$ cat src/rtl/bscan_pkg.sv
// Package: shared types, opcodes and decode for the boundary-scan controller.
// Assumes an 8-bit instruction register; all other widths come from the top.
package bscan_pkg;

    localparam int IR_W = 8;

    typedef enum logic [3:0] {
        ST_RESET, ST_IDLE,
        ST_SEL_DR, ST_CAP_DR, ST_SH_DR, ST_EX1_DR, ST_PAU_DR, ST_EX2_DR, ST_UPD_DR,
        ST_SEL_IR, ST_CAP_IR, ST_SH_IR, ST_EX1_IR, ST_PAU_IR, ST_EX2_IR, ST_UPD_IR
    } tap_state_e;

    typedef enum logic [1:0] {
        PATH_ONEBIT, PATH_IDENT, PATH_BOUND, PATH_CTL
    } dr_path_e;

    typedef struct packed {
        dr_path_e path;
        logic     test_mode;
        logic     force_off;
    } instr_dec_t;

    localparam logic [IR_W-1:0] IR_CAPTURE_VAL    = 8'b1000_0001;
    localparam logic [IR_W-1:0] OP_EXTEST         = 8'b0000_0000;
    localparam logic [IR_W-1:0] OP_SAMPLE         = 8'b1000_0010;
    localparam logic [IR_W-1:0] OP_IDCODE         = 8'b1000_0001;
    localparam logic [IR_W-1:0] OP_HIGHZ          = 8'b0000_0110;
    localparam logic [IR_W-1:0] OP_CLAMP          = 8'b1000_0111;
    localparam logic [IR_W-1:0] OP_RUN_SELFCHK    = 8'b0000_1001;
    localparam logic [IR_W-1:0] OP_BREAD_NORM     = 8'b0000_1010;
    localparam logic [IR_W-1:0] OP_BREAD_TEST     = 8'b1000_1011;
    localparam logic [IR_W-1:0] OP_CELL_CHECK     = 8'b0000_1100;
    localparam logic [IR_W-1:0] OP_TOGGLE_TEST    = 8'b1000_1101;
    localparam logic [IR_W-1:0] OP_CTLSCAN_NORM   = 8'b1000_1110;
    localparam logic [IR_W-1:0] OP_CTLSCAN_TEST   = 8'b0000_1111;

    // Map an opcode onto its data path and pad mode; unlisted codes fall to the one-bit path.
    function automatic instr_dec_t decode_op(input logic [IR_W-1:0] op);
        instr_dec_t d;
        d = '{path: PATH_ONEBIT, test_mode: 1'b0, force_off: 1'b0};
        case (op)
            OP_EXTEST:       d = '{path: PATH_BOUND,  test_mode: 1'b1, force_off: 1'b0};
            OP_SAMPLE:       d = '{path: PATH_BOUND,  test_mode: 1'b0, force_off: 1'b0};
            OP_IDCODE:       d = '{path: PATH_IDENT,  test_mode: 1'b0, force_off: 1'b0};
            OP_HIGHZ:        d = '{path: PATH_ONEBIT, test_mode: 1'b1, force_off: 1'b1};
            OP_CLAMP:        d = '{path: PATH_ONEBIT, test_mode: 1'b1, force_off: 1'b0};
            OP_RUN_SELFCHK:  d = '{path: PATH_ONEBIT, test_mode: 1'b1, force_off: 1'b0};
            OP_BREAD_NORM:   d = '{path: PATH_BOUND,  test_mode: 1'b0, force_off: 1'b0};
            OP_BREAD_TEST:   d = '{path: PATH_BOUND,  test_mode: 1'b1, force_off: 1'b0};
            OP_CELL_CHECK:   d = '{path: PATH_BOUND,  test_mode: 1'b0, force_off: 1'b0};
            OP_TOGGLE_TEST:  d = '{path: PATH_ONEBIT, test_mode: 1'b1, force_off: 1'b0};
            OP_CTLSCAN_NORM: d = '{path: PATH_CTL,    test_mode: 1'b0, force_off: 1'b0};
            OP_CTLSCAN_TEST: d = '{path: PATH_CTL,    test_mode: 1'b1, force_off: 1'b0};
            default:         d = '{path: PATH_ONEBIT, test_mode: 1'b0, force_off: 1'b0};
        endcase
        return d;
    endfunction

endpackage

$ cat src/rtl/bscan_tap_fsm.sv
// Module: 16-state test-port controller. Advances on the rising test clock.
// Assumes trst_n is synchronous to tck and held low for at least one edge.
module bscan_tap_fsm
    import bscan_pkg::*;
(
    input  logic       tck,
    input  logic       trst_n,
    input  logic       tms,
    output tap_state_e state
);

    tap_state_e nxt;

    // Next-state selection from the mode-select input.
    always_comb begin
        nxt = state;
        case (state)
            ST_RESET:  nxt = tms ? ST_RESET  : ST_IDLE;
            ST_IDLE:   nxt = tms ? ST_SEL_DR : ST_IDLE;
            ST_SEL_DR: nxt = tms ? ST_SEL_IR : ST_CAP_DR;
            ST_CAP_DR: nxt = tms ? ST_EX1_DR : ST_SH_DR;
            ST_SH_DR:  nxt = tms ? ST_EX1_DR : ST_SH_DR;
            ST_EX1_DR: nxt = tms ? ST_UPD_DR : ST_PAU_DR;
            ST_PAU_DR: nxt = tms ? ST_EX2_DR : ST_PAU_DR;
            ST_EX2_DR: nxt = tms ? ST_UPD_DR : ST_SH_DR;
            ST_UPD_DR: nxt = tms ? ST_SEL_DR : ST_IDLE;
            ST_SEL_IR: nxt = tms ? ST_RESET  : ST_CAP_IR;
            ST_CAP_IR: nxt = tms ? ST_EX1_IR : ST_SH_IR;
            ST_SH_IR:  nxt = tms ? ST_EX1_IR : ST_SH_IR;
            ST_EX1_IR: nxt = tms ? ST_UPD_IR : ST_PAU_IR;
            ST_PAU_IR: nxt = tms ? ST_EX2_IR : ST_PAU_IR;
            ST_EX2_IR: nxt = tms ? ST_UPD_IR : ST_SH_IR;
            ST_UPD_IR: nxt = tms ? ST_SEL_DR : ST_IDLE;
            default:   nxt = ST_RESET;
        endcase
    end

    // State register with synchronous active-low reset.
    always_ff @(posedge tck) begin
        if (!trst_n) state <= ST_RESET;
        else         state <= nxt;
    end

endmodule

$ cat src/rtl/bscan_instr_reg.sv
// Module: instruction chain with capture/shift on the rising edge and a
// falling-edge update stage; decodes the current opcode.
// Assumes the controller state comes from bscan_tap_fsm.
module bscan_instr_reg
    import bscan_pkg::*;
(
    input  logic       tck,
    input  logic       trst_n,
    input  tap_state_e state,
    input  logic       tdi,
    output logic       ir_so,
    output logic [IR_W-1:0] ir_sr,
    output instr_dec_t dec
);

    logic [IR_W-1:0] ir_cur;

    // Capture the fixed pattern or shift one bit toward the serial output.
    always_ff @(posedge tck) begin
        if (state == ST_CAP_IR)     ir_sr <= IR_CAPTURE_VAL;
        else if (state == ST_SH_IR) ir_sr <= {tdi, ir_sr[IR_W-1:1]};
    end

    // Current instruction: identification code on reset, new opcode on update.
    always_ff @(negedge tck) begin
        if (!trst_n || state == ST_RESET) ir_cur <= OP_IDCODE;
        else if (state == ST_UPD_IR)      ir_cur <= ir_sr;
    end

    assign ir_so = ir_sr[0];
    assign dec   = decode_op(ir_cur);

endmodule

$ cat src/rtl/bscan_dr_chain.sv
// Module: generic data chain of W cells. Each cell captures a parallel value
// or takes its upper neighbour on the rising edge; the update stage copies
// the chain on the falling edge. Cell 0 feeds the serial output.
module bscan_dr_chain #(
    parameter int              W       = 8,
    parameter logic [W-1:0]    UPD_RST = '0
) (
    input  logic         tck,
    input  logic         trst_n,
    input  logic         cap_en,
    input  logic         shift_en,
    input  logic         upd_en,
    input  logic         tdi,
    input  logic [W-1:0] cap_val,
    output logic         so,
    output logic [W-1:0] upd_q
);

    logic [W-1:0] sr;
    logic [W-1:0] shin;

    for (genvar i = 0; i < W; i++) begin : g_cell
        if (i == W - 1) begin : g_top
            assign shin[i] = tdi;
        end else begin : g_mid
            assign shin[i] = sr[i+1];
        end

        // Per-cell capture or shift stage.
        always_ff @(posedge tck) begin
            if (cap_en)        sr[i] <= cap_val[i];
            else if (shift_en) sr[i] <= shin[i];
        end
    end

    // Update stage, loaded on the falling edge in the update state.
    always_ff @(negedge tck) begin
        if (!trst_n)     upd_q <= UPD_RST;
        else if (upd_en) upd_q <= sr;
    end

    assign so = sr[0];

endmodule

$ cat src/rtl/bscan_tap_ctrl.sv
// Module: top of the boundary-scan controller. Routes the serial path through
// the one-bit, identification, boundary or control chain and selects the
// pad data and enables from the core or from the boundary update stage.
// Assumes all test inputs are synchronous to tck.
module bscan_tap_ctrl
    import bscan_pkg::*;
#(
    parameter int          PORT_W   = 20,
    parameter int          CTL_OBS  = 6,
    parameter int          CTL_W    = 3,
    parameter int          ID_W     = 32,
    parameter logic [31:0] ID_VALUE = 32'h3001_D02F
) (
    input  logic              tck,
    input  logic              trst_n,
    input  logic              tms,
    input  logic              tdi,
    output logic              tdo,
    output logic              tdo_en,
    input  logic [PORT_W-1:0] pin_a_in,
    input  logic [PORT_W-1:0] pin_b_in,
    input  logic [CTL_OBS-1:0] ctl_obs_in,
    input  logic [PORT_W-1:0] core_a_dat,
    input  logic [PORT_W-1:0] core_b_dat,
    input  logic              core_oe_a_n,
    input  logic              core_oe_b_n,
    output logic [PORT_W-1:0] pad_a_dat,
    output logic              pad_a_oe,
    output logic [PORT_W-1:0] pad_b_dat,
    output logic              pad_b_oe
);

    localparam int BSR_N    = 2 * PORT_W + CTL_OBS + 2;
    localparam int CELL_CA  = BSR_N - 2;
    localparam int CELL_CB  = BSR_N - 1;
    localparam logic [BSR_N-1:0] BSR_RST = {2'b11, {(BSR_N-2){1'b0}}};

    tap_state_e      tap_state;
    instr_dec_t      dec;
    logic            ir_so;
    logic [IR_W-1:0] ir_sr;

    logic cap_dr, sh_dr, upd_dr;
    logic sel_bound, sel_ctl;
    logic bsr_so, ctl_so, dr_so;
    logic byp_q;
    logic [ID_W-1:0]  id_sr;
    logic [BSR_N-1:0] bsr_cap, bsr_upd;
    logic [CTL_W-1:0] ctl_upd;

    bscan_tap_fsm u_fsm (
        .tck    (tck),
        .trst_n (trst_n),
        .tms    (tms),
        .state  (tap_state)
    );

    bscan_instr_reg u_ir (
        .tck    (tck),
        .trst_n (trst_n),
        .state  (tap_state),
        .tdi    (tdi),
        .ir_so  (ir_so),
        .ir_sr  (ir_sr),
        .dec    (dec)
    );

    assign cap_dr    = (tap_state == ST_CAP_DR);
    assign sh_dr     = (tap_state == ST_SH_DR);
    assign upd_dr    = (tap_state == ST_UPD_DR);
    assign sel_bound = (dec.path == PATH_BOUND);
    assign sel_ctl   = (dec.path == PATH_CTL);

    assign bsr_cap = {core_oe_b_n, core_oe_a_n, ctl_obs_in, pin_a_in, pin_b_in};

    bscan_dr_chain #(.W(BSR_N), .UPD_RST(BSR_RST)) u_bsr (
        .tck      (tck),
        .trst_n   (trst_n),
        .cap_en   (cap_dr & sel_bound),
        .shift_en (sh_dr & sel_bound),
        .upd_en   (upd_dr & sel_bound),
        .tdi      (tdi),
        .cap_val  (bsr_cap),
        .so       (bsr_so),
        .upd_q    (bsr_upd)
    );

    bscan_dr_chain #(.W(CTL_W), .UPD_RST('0)) u_ctl (
        .tck      (tck),
        .trst_n   (trst_n),
        .cap_en   (cap_dr & sel_ctl),
        .shift_en (sh_dr & sel_ctl),
        .upd_en   (upd_dr & sel_ctl),
        .tdi      (tdi),
        .cap_val  (ctl_upd),
        .so       (ctl_so),
        .upd_q    (ctl_upd)
    );

    // One-bit path: clears on capture, follows the serial input on shift.
    always_ff @(posedge tck) begin
        if (cap_dr && dec.path == PATH_ONEBIT)     byp_q <= 1'b0;
        else if (sh_dr && dec.path == PATH_ONEBIT) byp_q <= tdi;
    end

    // Identification chain: loads the fixed word, then shifts toward the output.
    always_ff @(posedge tck) begin
        if (cap_dr && dec.path == PATH_IDENT)     id_sr <= ID_VALUE[ID_W-1:0];
        else if (sh_dr && dec.path == PATH_IDENT) id_sr <= {tdi, id_sr[ID_W-1:1]};
    end

    // Serial-out selection among the four data paths.
    always_comb begin
        case (dec.path)
            PATH_IDENT: dr_so = id_sr[0];
            PATH_BOUND: dr_so = bsr_so;
            PATH_CTL:   dr_so = ctl_so;
            default:    dr_so = byp_q;
        endcase
    end

    // Serial output and its enable, retimed to the falling edge.
    always_ff @(negedge tck) begin
        if (!trst_n) begin
            tdo    <= 1'b0;
            tdo_en <= 1'b0;
        end else begin
            tdo    <= (tap_state == ST_SH_IR) ? ir_so : dr_so;
            tdo_en <= (tap_state == ST_SH_IR) || (tap_state == ST_SH_DR);
        end
    end

    // Pad source: core in normal mode, boundary update stage in test mode.
    always_comb begin
        if (dec.test_mode) begin
            pad_a_dat = bsr_upd[2*PORT_W-1:PORT_W];
            pad_b_dat = bsr_upd[PORT_W-1:0];
            pad_a_oe  = ~bsr_upd[CELL_CA] & ~dec.force_off;
            pad_b_oe  = ~bsr_upd[CELL_CB] & ~dec.force_off;
        end else begin
            pad_a_dat = core_a_dat;
            pad_b_dat = core_b_dat;
            pad_a_oe  = ~core_oe_a_n;
            pad_b_oe  = ~core_oe_b_n;
        end
    end

endmodule

$ cat config.mk
export PLATFORM = sky130hd
export DESIGN_NAME = bscan_tap_ctrl
export DESIGN_NICKNAME = d
export VERILOG_FILES = /design/src/rtl/bscan_pkg.sv /design/src/rtl/bscan_tap_fsm.sv /design/src/rtl/bscan_instr_reg.sv /design/src/rtl/bscan_dr_chain.sv /design/src/rtl/bscan_tap_ctrl.sv
export SDC_FILE = /design/constraint.sdc
export NUM_CORES = 1
export LEC_CHECK = 0
export ABC_AREA = 1
export CAP_MARGIN = 30
export CORE_ASPECT_RATIO = 1.2
export CORE_MARGIN = 8
export CORE_UTILIZATION = 50
export CTS_CLUSTER_SIZE = 40
export DETAILED_ROUTE_END_ITERATION = 12
export PLACE_DENSITY = 0.78
export SYNTH_ARGS = -nofsm -noshare
export SYNTH_HDL_FRONTEND = slang
export SYNTH_SLANG_ARGS = --single-unit
$ cat constraint.sdc
create_clock -name tck -period 7.7 [get_ports tck]
set_input_delay 1.54 -clock tck [delete_from_list [all_inputs] [get_ports tck]]
set_output_delay 1.54 -clock tck [all_outputs]
set_load 0.02 [all_outputs]
==> results_dict.tcl <==
set metrics [dict create \
    cts_tree "built" \
    worst_hold_path_type "flip-flop to flip-flop" \
    hold_violations 0 \
    drtIter0Drc 459 \
    clock_latency_ps 450 \
    ys_top_cells_by_area "dfxtp_1 (29%), edfxtp_1 (23%), nand2_1 (13%), nor2_1 (8.3%), inv_1 (7.1%)" \
    num_vias 6196 \
    fp.coreArea_um2 13200 \
    yosysWarningCount 0 \
    syn-instance-count 925 \
    cp-endpoint "pad_b_dat[12]" \
    hold_slack_ps 459 \
    place.gp.congestion 0.883 \
    final_core_util_pct 67.8 \
    syn_to_final_growth_pct 31.9 \
    antenna_found_initial 0 \
    slew-limit-headroom_pct 47.1 \
    ir_drop_uv 110 \
    drive_gt1_share_pct 9.21 \
    nets 1197 \
    rows 46 \
    drv_cap 0 \
    synth_compound_area_share_pct 12.8 \
    synth_edf_count 51 \
    clkTransAtPathRegs_ps 70 \
    setup_viol 0 \
    wl_per_cell_um 12.9 \
    die_y_um 144 \
    cts_made_buffers 17 \
    grt_start_max_net_pins 51 \
    maxSlewViolCount 0 \
    synth_xor_xnor_area_share_pct 0 \
    tightest_slew_ps 792 \
    stdcell_count 1286 \
    io_pins 136 \
    synth_top_area_share_pct 29.4 \
    async_flop_share_pct 0 \
    cts-hold-fix-buffers 0 \
    critPathKind "flip-flop to output port" \
    postRouteAntennaNets 0 \
    ys.flop_type "dfxtp_1" \
    tns_ps 0 \
    synth_mux_area_share_pct 0 \
    synth_seq_cells 151 \
    status "finished clean" \
    cts.sinks 151 \
    reg2reg_from "u_fsm.state[1]" \
    crit_chain "inv_1, nand2_1, nor2_4, nand4_1, nand4_1, nor2_4, buf_4, bufbuf_16, o21ai_0, buf_4" \
    grt_pass1_vias 5622 \
    diodes 0 \
    dp_cells 1196 \
    synth_common_cells "nand2_1 (240), nor2_1 (151), inv_1 (128)" \
    yosysSeqAreaShare_pct 51.9 \
    max_stage_delay_ps 320 \
    first_pass_iters 5 \
    grt_pass1_wl_um 26500 \
    critPathLaunchType "flip-flop" \
    endpoint_kind "output port" \
    dieArea_um2 17600 \
    min_from "id_sr[15]" \
    remaining_drc_errors 0 \
    dp_hpwl_um 11100 \
    syn-num-nets 1017 \
    worst-r2r-cell-count 7 \
    syn_area_um2 6800 \
    fillerInstances 1104 \
    regToRegEndpoint "u_bsr.upd_q[17]" \
    path_max_fanout 28 \
    htreeDepth 4 \
    slowest_stage "dfxtp_1" \
    port_buffers 135 \
    worst-r2r-setup-slack_ps 1300 \
    synth_fa_ha_area_share_pct 0 \
    avgViaCountPerCell 4.82 \
    required_ps 6160 \
    finalWirelength_um 16500 \
    cts_root_buf "clkbuf_16" \
    die_w_um 122 \
    power_density_nw_per_um2 216 \
    worstPathArrival_ps 6070 \
    synth_simple_gate_area_share_pct 24.5 \
    synth_cell_types 28 \
    skew_ps 48.3 \
    grtUsageTotal_pct 18.8 \
    clk_path_buf_depth 2 \
    post_synth.cell_area_avg_um2 7.36 \
    synth_most_common_cell "nand2_1" \
    grt-ovfl-total 0 \
    holdPathStages 2 \
    start_util_pct 51.4 \
    yosysTopAreaCell "dfxtp_1" \
    synth_top_family_by_area "simple AND/OR/NAND/NOR gates" \
    leakage_nw 4.56 \
    grt_setup_unrepaired "yes" \
    crit_start "u_ir.ir_cur[6]" \
]
==> registers in the layout, summed over array words and instances (netlist names) <==
register and count:
byp_q 1, id_sr 32, tdo 1, tdo_en 1
u_bsr.shin 47, u_bsr.so 1, u_bsr.upd_q 42, u_ctl.shin 2
u_ctl.so 1, u_ctl.upd_q 3, u_fsm.state 4, u_ir.ir_cur 8
u_ir.ir_sr 8
==> cells by family (layout without fill, tap and decap cells) <==
| logic type | count (synthesis) | in the layout |
|---|---|---|
| and+or+nand+nor | 426 | 426 |
| AOI/OAI and AO/OA | 168 | 168 |
| buffers and inverters | 180 | 373 |
| DFF | 151 | 151 |
==> cell usage in the layout, fill, tap and decap left out, types with 13 or more instances in the layout <==
cell / n
nand2_1: 240
nand3_1: 17
inv_1: 182
buf_4: 13
nor2_1: 145
buf_2: 27
dfxtp_1: 97
clkdlybuf4s50_1: 93
dlygate4sd2_1: 13
o21ai_0: 44
o21ai_1: 89
edfxtp_1: 51
a21oi_1: 21
clkbuf_16: 18
==> critical path: cells and delay by family (launching register included) <==
family                 cells  cell delay, ps
and+or+nand+nor            5             590
DFF                        1             320
AOI/OAI and AO/OA          1             160
buffers and inverters      4             700
==> worst min-delay path by stage <==
stage                     end  slack [ps]
2_1_floorplan  u_ctl.upd_q[1]         420
3_3_place_gp   u_ctl.upd_q[2]         440
3_5_place_dp   u_ctl.upd_q[2]         440
5_1_grt             id_sr[17]         480
4_1_cts        u_ctl.upd_q[1]         460
6_report            id_sr[15]         460
==> cell type report <==
cell class / count / area [µm²] / share of cell area (%)
multi-input cells: 594 / 2580 / 28.7
clock inverters: 69 / 335 / 3.74
flip-flops and latches: 151 / 3540 / 39.4
clock buffers: 18 / 450 / 5.02
repair buffers: 149 / 1350 / 15.0
well taps: 168 / 210 / 2.34
inverters: 137 / 514 / 5.73
==> power breakdown <==
part	internal, W	switching [W]	leakage (nW)
Combinational	0.0000755	0.0000620	2.71
Clock	0.000509	0.000418	0.577
Sequential	0.000857	0.0000171	1.27
==> per-stage QoR <==
stage | total power, W | worst slack [ps] | instance area (µm²)
4_1_cts | 0.00195 | 35.4 | 8960
3_5_place_dp | 0.00108 | 167 | 8280
3_3_place_gp | 0.00108 | 224 | 8280
5_1_grt | 0.00204 | -17.1 | 8980
2_1_floorplan | 0.000996 | 390 | 6800
6_report | 0.00194 | 90.8 | 8980
==> per-layer routing <==
metal | vias up | global-route usage (%) | share of wire [%]
li1 | 3267 | - | -
met1 | 2752 | 23.0 | 44
met2 | 167 | 32.1 | 49
met3 | 10 | 4.36 | 6.1
met4 | 0 | 5.72 | 0.88
met5 | - | 0 | 0
==> repair_timing <==
| action | in CTS | in global routing |
|---|---|---|
| endpoints found under the setup margin | 42 | 42 |
| setup buffers | 2 | 1 |
| gates resized for setup | 137 | 9 |
| cloned | 1 | 0 |
| pin swaps | 3 | 4 |
Note: power is estimated with default switching activity, not from simulation.
